<file path="src/rtl/rcause_pkg.sv">
package rcause_pkg;
  localparam int REG_W = 8;

  // Bit positions (behavioural: the priority logic and readers decode them)
  localparam int B_IPEN = 7;
  localparam int B_RI   = 4;
  localparam int B_TO   = 3;
  localparam int B_PD   = 2;
  localparam int B_POR  = 1;
  localparam int B_BOR  = 0;

  localparam logic [REG_W-1:0] IMPL_MASK  = 8'h9F;
  localparam logic [REG_W-1:0] PWR_ON_VAL = 8'h1C;

  // Next state of one flag: hardware clear beats hardware set beats write.
  function automatic logic flag_next(input logic cur, input logic hw_set,
                                     input logic hw_clr, input logic we,
                                     input logic wd);
    logic nxt;
    if (hw_clr)      nxt = 1'b0;
    else if (hw_set) nxt = 1'b1;
    else if (we)     nxt = wd;
    else             nxt = cur;
    return nxt;
  endfunction
endpackage

</file>
<file path="src/rtl/rcause_evt_decode.sv">
module rcause_evt_decode
  import rcause_pkg::*;
(
  input  logic             ev_por,
  input  logic             ev_bor,
  input  logic             ev_wdt_to,
  input  logic             ev_wdt_clr,
  input  logic             ev_sleep,
  input  logic             ev_sw_rst,
  output logic [REG_W-1:0] set_v,
  output logic [REG_W-1:0] clr_v
);
  // Named per-flag events, kept visible for checking
  logic to_expire, to_rearm, pd_wake, pd_down, ri_hit, bor_hit;

  assign to_expire = ev_wdt_to & ~ev_por;
  assign to_rearm  = (ev_wdt_clr | ev_sleep) & ~ev_wdt_to;
  assign pd_down   = ev_sleep & ~ev_por;
  assign pd_wake   = ev_wdt_clr & ~ev_sleep;
  assign ri_hit    = ev_sw_rst & ~ev_por;
  assign bor_hit   = ev_bor | ev_por;

  always_comb begin
    set_v = '0;
    clr_v = '0;
    // power-on loads the full power-up image
    for (int i = 0; i < REG_W; i++) begin
      if (IMPL_MASK[i]) begin
        set_v[i] = ev_por &  PWR_ON_VAL[i];
        clr_v[i] = ev_por & ~PWR_ON_VAL[i];
      end
    end
    clr_v[B_TO]  = to_expire;
    set_v[B_TO]  = ev_por | to_rearm;
    clr_v[B_PD]  = pd_down;
    set_v[B_PD]  = ev_por | pd_wake;
    clr_v[B_RI]  = ri_hit;
    clr_v[B_BOR] = bor_hit;
  end
endmodule

</file>
<file path="src/rtl/rcause_flag_cell.sv">
module rcause_flag_cell
  import rcause_pkg::*;
#(
  parameter logic RST_VAL = 1'b0
) (
  input  logic clk,
  input  logic rst_n,
  input  logic hw_set,
  input  logic hw_clr,
  input  logic we,
  input  logic wd,
  output logic q
);
  always_ff @(posedge clk or negedge rst_n) begin
    if (!rst_n) q <= RST_VAL;
    else        q <= flag_next(q, hw_set, hw_clr, we, wd);
  end
endmodule

</file>
<file path="src/rtl/rst_cause_reg.sv">
module rst_cause_reg
  import rcause_pkg::*;
(
  input  logic             clk,
  input  logic             rst_n,
  input  logic             ev_por,
  input  logic             ev_bor,
  input  logic             ev_wdt_to,
  input  logic             ev_wdt_clr,
  input  logic             ev_sleep,
  input  logic             ev_sw_rst,
  input  logic             wr_en,
  input  logic [REG_W-1:0] wr_data,
  output logic [REG_W-1:0] rd_data,
  output logic             prio_en
);
  logic [REG_W-1:0] set_v, clr_v, q;

  rcause_evt_decode u_dec (
    .ev_por(ev_por), .ev_bor(ev_bor), .ev_wdt_to(ev_wdt_to),
    .ev_wdt_clr(ev_wdt_clr), .ev_sleep(ev_sleep), .ev_sw_rst(ev_sw_rst),
    .set_v(set_v), .clr_v(clr_v)
  );

  for (genvar i = 0; i < REG_W; i++) begin : g_bit
    if (IMPL_MASK[i]) begin : g_impl
      rcause_flag_cell #(.RST_VAL(PWR_ON_VAL[i])) u_cell (
        .clk(clk), .rst_n(rst_n), .hw_set(set_v[i]), .hw_clr(clr_v[i]),
        .we(wr_en), .wd(wr_data[i]), .q(q[i])
      );
    end else begin : g_void
      // no storage: reads as zero whatever is written or decoded
      assign q[i] = 1'b0 & (wr_data[i] | set_v[i] | clr_v[i]);
    end
  end

  assign rd_data = q;
  assign prio_en = q[B_IPEN];
endmodule

</file>
<file path="config.mk">
export PLATFORM = sky130hd
export DESIGN_NAME = rst_cause_reg
export DESIGN_NICKNAME = d
export VERILOG_FILES = /design/src/rtl/rcause_pkg.sv /design/src/rtl/rcause_evt_decode.sv /design/src/rtl/rcause_flag_cell.sv /design/src/rtl/rst_cause_reg.sv
export SDC_FILE = /design/constraint.sdc
export NUM_CORES = 1
export LEC_CHECK = 0
export ABC_CLOCK_PERIOD_IN_PS = 1100
export BUFFER_PORTS_ARGS = -buffer_cell sky130_fd_sc_hd__clkbuf_2
export CORE_AREA = 2 2 39 41
export CTS_BUF_LIST = sky130_fd_sc_hd__clkbuf_2 sky130_fd_sc_hd__clkbuf_4 sky130_fd_sc_hd__clkbuf_8
export DETAILED_ROUTE_END_ITERATION = 8
export DIE_AREA = 0 0 41 43
export PLACE_DENSITY = 0.62
export SLEW_MARGIN = 20
export SYNTH_ARGS = -nofsm -noshare
export SYNTH_HDL_FRONTEND = slang
export SYNTH_SLANG_ARGS = --single-unit
</file>
<file path="constraint.sdc">
create_clock -name clk -period 1.1 [get_ports clk]
set_clock_uncertainty 0.15 [all_clocks]
set_input_delay 0.165 -clock clk [delete_from_list [all_inputs] [get_ports clk]]
set_output_delay 0.165 -clock clk [all_outputs]
set_load 0.02 [all_outputs]
</file>
==> results of run 1 <==
-- cell usage in the layout, fill, tap and decap left out, types with 2 or more instances in the layout --
cell / n
clkbuf_2: 14
mux2i_1: 6
clkbuf_4: 4
buf_6: 4
nor2_1: 3
dfrtp_1: 3
dfstp_2: 3
dlygate4sd3_1: 3
buf_8: 3
nor2b_1: 2
a21oi_1: 2
conb_1: 2
-- power by group --
group | switching [mW] | internal, mW | total (mW)
sequential | 0.0112 | 0.241 | 0.253
combinational | 0.0632 | 0.0761 | 0.139
clock | 0.0789 | 0.162 | 0.241
total | 0.153 | 0.479 | 0.633
-- through the flow --
| step | instances | setup TNS, ps |
|---|---|---|
| CTS | 68 | -405 |
| global route | 68 | -447 |
| finish | 68 | -304 |
| global placement | 61 | 0 |
| detailed placement | 61 | 0 |
| floorplan | 33 | 0 |
-- cells in the mapped netlist, drive strengths merged --
cell    count
mux2i       6
buf         9
o21bai      1
a21oi       2
dfstp       3
nor3        2
dfrtp       3
nor2        3
conb        1
nor2b       2
-- cell type report --
| class | count | area, µm² |
|---|---|---|
| fill | 147 | 866 |
| timing repair buffer | 24 | 190 |
| sequential | 6 | 154 |
| multi-input combinational | 18 | 124 |
| clock buffer | 4 | 30.0 |
| tap | 16 | 20.0 |
-- worst paths after layout --
path / start / endpoint
max: g_bit[3].g_impl.u_cell.q / rd_data[3]
min: ev_wdt_to / g_bit[3].g_impl.u_cell.q
max reg2reg: g_bit[3].g_impl.u_cell.q / g_bit[3].g_impl.u_cell.q
min reg2reg: g_bit[1].g_impl.u_cell.q / g_bit[1].g_impl.u_cell.q
max in group asynchronous: rst_n / g_bit[2].g_impl.u_cell.q
min in group asynchronous: rst_n / g_bit[1].g_impl.u_cell.q
-- metal layers --
metal,vias up,track usage (%)
met5,-,0
met4,0,10.0
met3,0,1.57
met2,19,12.2
met1,128,7.52
li1,135,-
-- cell families (layout without fill, tap and decap cells) --
| family | Yosys count | count (layout) | synth area share [%] |
|---|---|---|---|
| muxes | 6 | 6 | 17.4 |
| DFF | 6 | 6 | 44.6 |
| buffers and inverters | 9 | 28 | 20.7 |
| and+or+nand+nor | 7 | 7 | 11.2 |
| other | 1 | 2 | 1.09 |
| AOI/OAI and AO/OA | 3 | 3 | 5.07 |
-- what timing repair did --
item / 4_1_cts / 5_1_grt
resized for setup: 5 / 15
pin swaps: 0 / 0
hold buffers: 3 / 0
endpoints found under the setup margin: 5 / 7
endpoints found under the hold margin: 8 / 0
==> results.tsv, run 1 <==
stage	metric	value	unit
critical_path	r2r_cells	2	
drt	first_pass_iters	1	
sta	rsz0062_at_grt	true	
drt	route.detailed.drc	0	
floorplan	die_w	41	µm
drt	wl_met1	267	µm
power_and_ir_drop	p_leak	0.268	nW
clock_network	cts_root_buf	clkbuf_4	
yosys	synth_seq_area_share	44.6	%
critical_path	worst-setup-path-type	flip-flop to output pin	
critical_path	path_cells	buf_8	
grt	grt_first_pass_wirelength	876	µm
clock_network	cts.sinks	6	
finish	top_regs	g_bit.g_impl.u_cell.q: 6 flops	
floorplan	row_count	14	
floorplan	die_h	43	µm
drt	wl_met3	67	µm
place	gp_congestion	0.619	
yosys	synth.top_cell.area_share	22.8	%
floorplan	dieArea	1760	µm²
outcome	violations	setup timing	
grt	antenna_found_initial	0	
floorplan	core_area	1380	µm²
place	io_buffers	21	
sta	period_needed	1210	ps
drt	drt_iter0_drc	0	
clock_network	clk_pin_slew	50	ps
sta	hold_viol	0	
finish	regMostFlops	g_bit.g_impl.u_cell.q	
drt	dr_wl_met2	330	µm
critical_path	cp-end-kind	output pin	
drt	routed_wl	665	µm
critical_path	reg2reg_slack	140	ps
outcome	outcome	complete, but fails checks	
power_and_ir_drop	power.total	0.633	mW
floorplan	initial_core_util	25.0	%
clock_network	clock_latency	240	ps
yosys	synthDistinctLibCells	12	
sta	period_share	110	%
sta	worst_slack	-109	ps
yosys	ys_ff_latch	6	
clock_network	cts_made_buffers	3	
yosys	yosysWarnings	0	
floorplan	io_pins	26	
yosys	synthCells	32	
power_and_ir_drop	ir_worst_vdd	366	µV
yosys	synth_area_leaders	dfstp_2, dfrtp_1, mux2i_1, buf_4, nor2b_1	
critical_path	crit_fanout	2	
finish	syn2layout_area_growth	50.0	%
critical_path	crit_path_top_delay_cell	dfstp_2	
min_path	whs_path_depth	3	
min_path	holdCritPathClass	primary input to flip-flop	
critical_path	slowest_delay	540	ps
yosys	synth_area_per_cell	10.8	µm²
finish	drive_above_1_share	55.8	%
clock_network	cts_tree	yes	
critical_path	cp.arrival	890	ps
finish	post-route-util	37.4	%
drt	ant_nets	0	
critical_path	crit_family	flip-flops	
grt	grt_pass1_vias	254	
run	cap_violations	0	
drt	vias	282	
sta	setup_viol	3	
drt	via_per_inst	4.15	
critical_path	crit_buf_inv	1	
finish	fin_area	518	µm²
grt	grt_start_max_net_pins	9	
drt	wire_per_inst	9.78	µm
critical_path	cp_num_cells	1	
grt	grt_usage	8.07	%
sta	slew_violations	0	
clock_network	htreeDepth	1	
finish	n_antenna_cell	0	
grt	grt_overflow_total	0	
place	place_ws	116	ps
clock_network	clockBufferDepth	2	
finish	layout.nets	70	
sta	worst_hold_slack	3.74	ps
yosys	netlist_area	345	µm²
place	placed_area	403	µm²
sta	fmax	0.827	GHz
critical_path	crit_required	780	ps
critical_path	start_kind	flip-flop	
clock_network	cts_setup_buffers	0	
yosys	yosysTopAreaCell	dfstp_2	
power_and_ir_drop	power.density	1220	nW/µm²
drt	route.top_layer_used	met3	
finish	largest_register_ffs	6	
(Power assumes the default switching activity.)
==> inputs of run 2 (changes only) <==
REMOVE_ABC_BUFFERS = 1   (was not set)
==> results.tsv, run 2 (synthesis gave the netlist of run 1 again) <==
stage	metric	value	unit	change
grt	grt_pass1_vias	262		+3.1%
place	place_ws	118	ps	+1.26 ps
critical_path	r2r_cells	2		unchanged
place	gp_congestion	0.593		-4.2%
min_path	whs_path_depth	3		unchanged
critical_path	worst-setup-path-type	flip-flop to output pin		
grt	antenna_found_initial	0		unchanged
finish	n_antenna_cell	0		unchanged
finish	layout.nets	70		unchanged
clock_network	cts_tree	yes		
floorplan	io_pins	26		unchanged
grt	grt_usage	8.87	%	+0.80 points
floorplan	initial_core_util	25.0	%	unchanged
clock_network	cts_setup_buffers	0		unchanged
sta	period_share	110	%	+0.26 points
sta	setup_viol	5		+2
power_and_ir_drop	ir_worst_vdd	543	µV	+48%
finish	syn2layout_area_growth	50.0	%	unchanged
critical_path	crit_fanout	2		unchanged
place	placed_area	403	µm²	unchanged
finish	final_common_cell	clkbuf_2		
floorplan	die_h	43	µm	unchanged
power_and_ir_drop	p_leak	0.268	nW	unchanged
critical_path	cp-end-kind	output pin		
drt	via_per_inst	4.07		-1.8%
critical_path	crit_buf_inv	1		unchanged
floorplan	dieArea	1760	µm²	unchanged
grt	use_met3	3.14	%	+1.6 points
power_and_ir_drop	power.density	1240	nW/µm²	+1.5%
clock_network	cts_made_buffers	3		unchanged
grt	met2_usage	14.1	%	+1.9 points
sta	period_needed	1210	ps	+2.87 ps
finish	final_cell_mix	clkbuf_2, mux2i_1, clkbuf_4, buf_6		
finish	largest_register_ffs	6		unchanged
drt	first_pass_iters	2		+1
place	io_buffers	21		unchanged
clock_network	htreeDepth	1		unchanged
clock_network	clock_latency	250	ps	about the same
outcome	violations	setup timing		
finish	fin_area	518	µm²	unchanged
finish	drive_above_1_share	55.8	%	unchanged
grt	top_usage_layer	met2		
sta	rsz0062_at_grt	true		
critical_path	path_cells	buf_8		
critical_path	cp_num_cells	1		unchanged
grt	grt_start_max_net_pins	9		unchanged
clock_network	cts.sinks	6		unchanged
outcome	outcome	complete, but fails checks		
floorplan	die_w	41	µm	unchanged
critical_path	crit_family	flip-flops		
critical_path	crit_required	780	ps	about the same
finish	regMostFlops	g_bit.g_impl.u_cell.q		
power_and_ir_drop	power.total	0.642	mW	+1.5%
critical_path	slowest_delay	540	ps	about the same
finish	fillers	149		+1.4%
grt	grt_first_pass_wirelength	1040	µm	+18%
drt	route.detailed.drc	0		unchanged
critical_path	cp.arrival	900	ps	about the same
run	cap_violations	0		unchanged
grt	grt_overflow_total	0		unchanged
sta	slew_violations	0		unchanged
floorplan	core_area	1380	µm²	unchanged
sta	hold_viol	0		unchanged
finish	top_regs	g_bit.g_impl.u_cell.q: 6 flops		
clock_network	clockBufferDepth	2		unchanged
floorplan	row_count	14		unchanged
clock_network	clk_pin_slew	60	ps	about the same
min_path	holdCritPathClass	primary input to flip-flop		
drt	drt_iter0_drc	2		+2
drt	vias	277		-1.8%
drt	wire_per_inst	9.93	µm	+1.5%
critical_path	start_kind	flip-flop		
grt	grt.met1_usage	10.1	%	+2.6 points
sta	fmax	0.826	GHz	-0.24%
sta	worst_slack	-111	ps	-2.87 ps
drt	ant_nets	0		unchanged
critical_path	crit_path_top_delay_cell	dfstp_2		
drt	routed_wl	675	µm	+1.5%
clock_network	cts_root_buf	clkbuf_4		
run 2: cell counts in the layout (fill, tap and decap cells not counted):
No cell type changed its count.
run 2: per-stage QoR:
| stage | setup TNS (ps) | utilization, % | hold slack (ps) | instances |
|---|---|---|---|---|
| final | -312 | 37.4 | 10.1 | 68 |
| after global routing | -461 | 37.4 | 31.2 | 68 |
| after CTS | -418 | 35.4 | 7.03 | 68 |
| after detailed placement | 0 | 29.1 | -146 | 61 |
| after global placement | 0 | 29.1 | -152 | 61 |
| after floorplan | 0 | - | -281 | 24 |
run 2: power breakdown:
group	switching, mW	internal [mW]	leakage [nW]
combinational	0.0629	0.0761	0.178
clock	0.0883	0.163	0.0184
sequential	0.0113	0.241	0.0718
total	0.162	0.480	0.268
run 2: worst register-to-register path, cell delays in order, from the launching register on:
cell	delay [ps]
dfstp_2	540
mux2i_1	70
a21oi_1	130
run 2: what timing repair did:
item / CTS / global route
gates resized for setup: 6 / 15
setup endpoints to repair: 6 / 7
hold buffers: 3 / 0
endpoints found under the hold margin: 8 / 0
run 2: path summary, 6_finish.rpt:
check / endpoint / from / slack, ps
setup / recovery: rd_data[4] / g_bit[4].g_impl.u_cell.q / -110
hold / removal: g_bit[3].g_impl.u_cell.q / ev_wdt_to / 10
setup reg to reg: g_bit[3].g_impl.u_cell.q / g_bit[3].g_impl.u_cell.q / 150
hold reg to reg: g_bit[1].g_impl.u_cell.q / g_bit[1].g_impl.u_cell.q / 410
max in group asynchronous: g_bit[2].g_impl.u_cell.q / rst_n / 440
min in group asynchronous: g_bit[0].g_impl.u_cell.q / rst_n / 120
run 2: cell type report:
cell class                      instances  area (µm²)  area share (%)
Tap cell                               16        20.0            3.86
Multi-Input combinational cell         18         124            23.9
Timing Repair Buffer                   24         190            36.7
Clock buffer                            4        30.0            5.80
Sequential cell                         6         154            29.7
run 2: metal layers:
layer / share of wire, % / routed length, µm
met1: 39 / 266
met2: 51 / 343
met3: 9.6 / 65
met4: 0 / 0
met5: 0 / 0
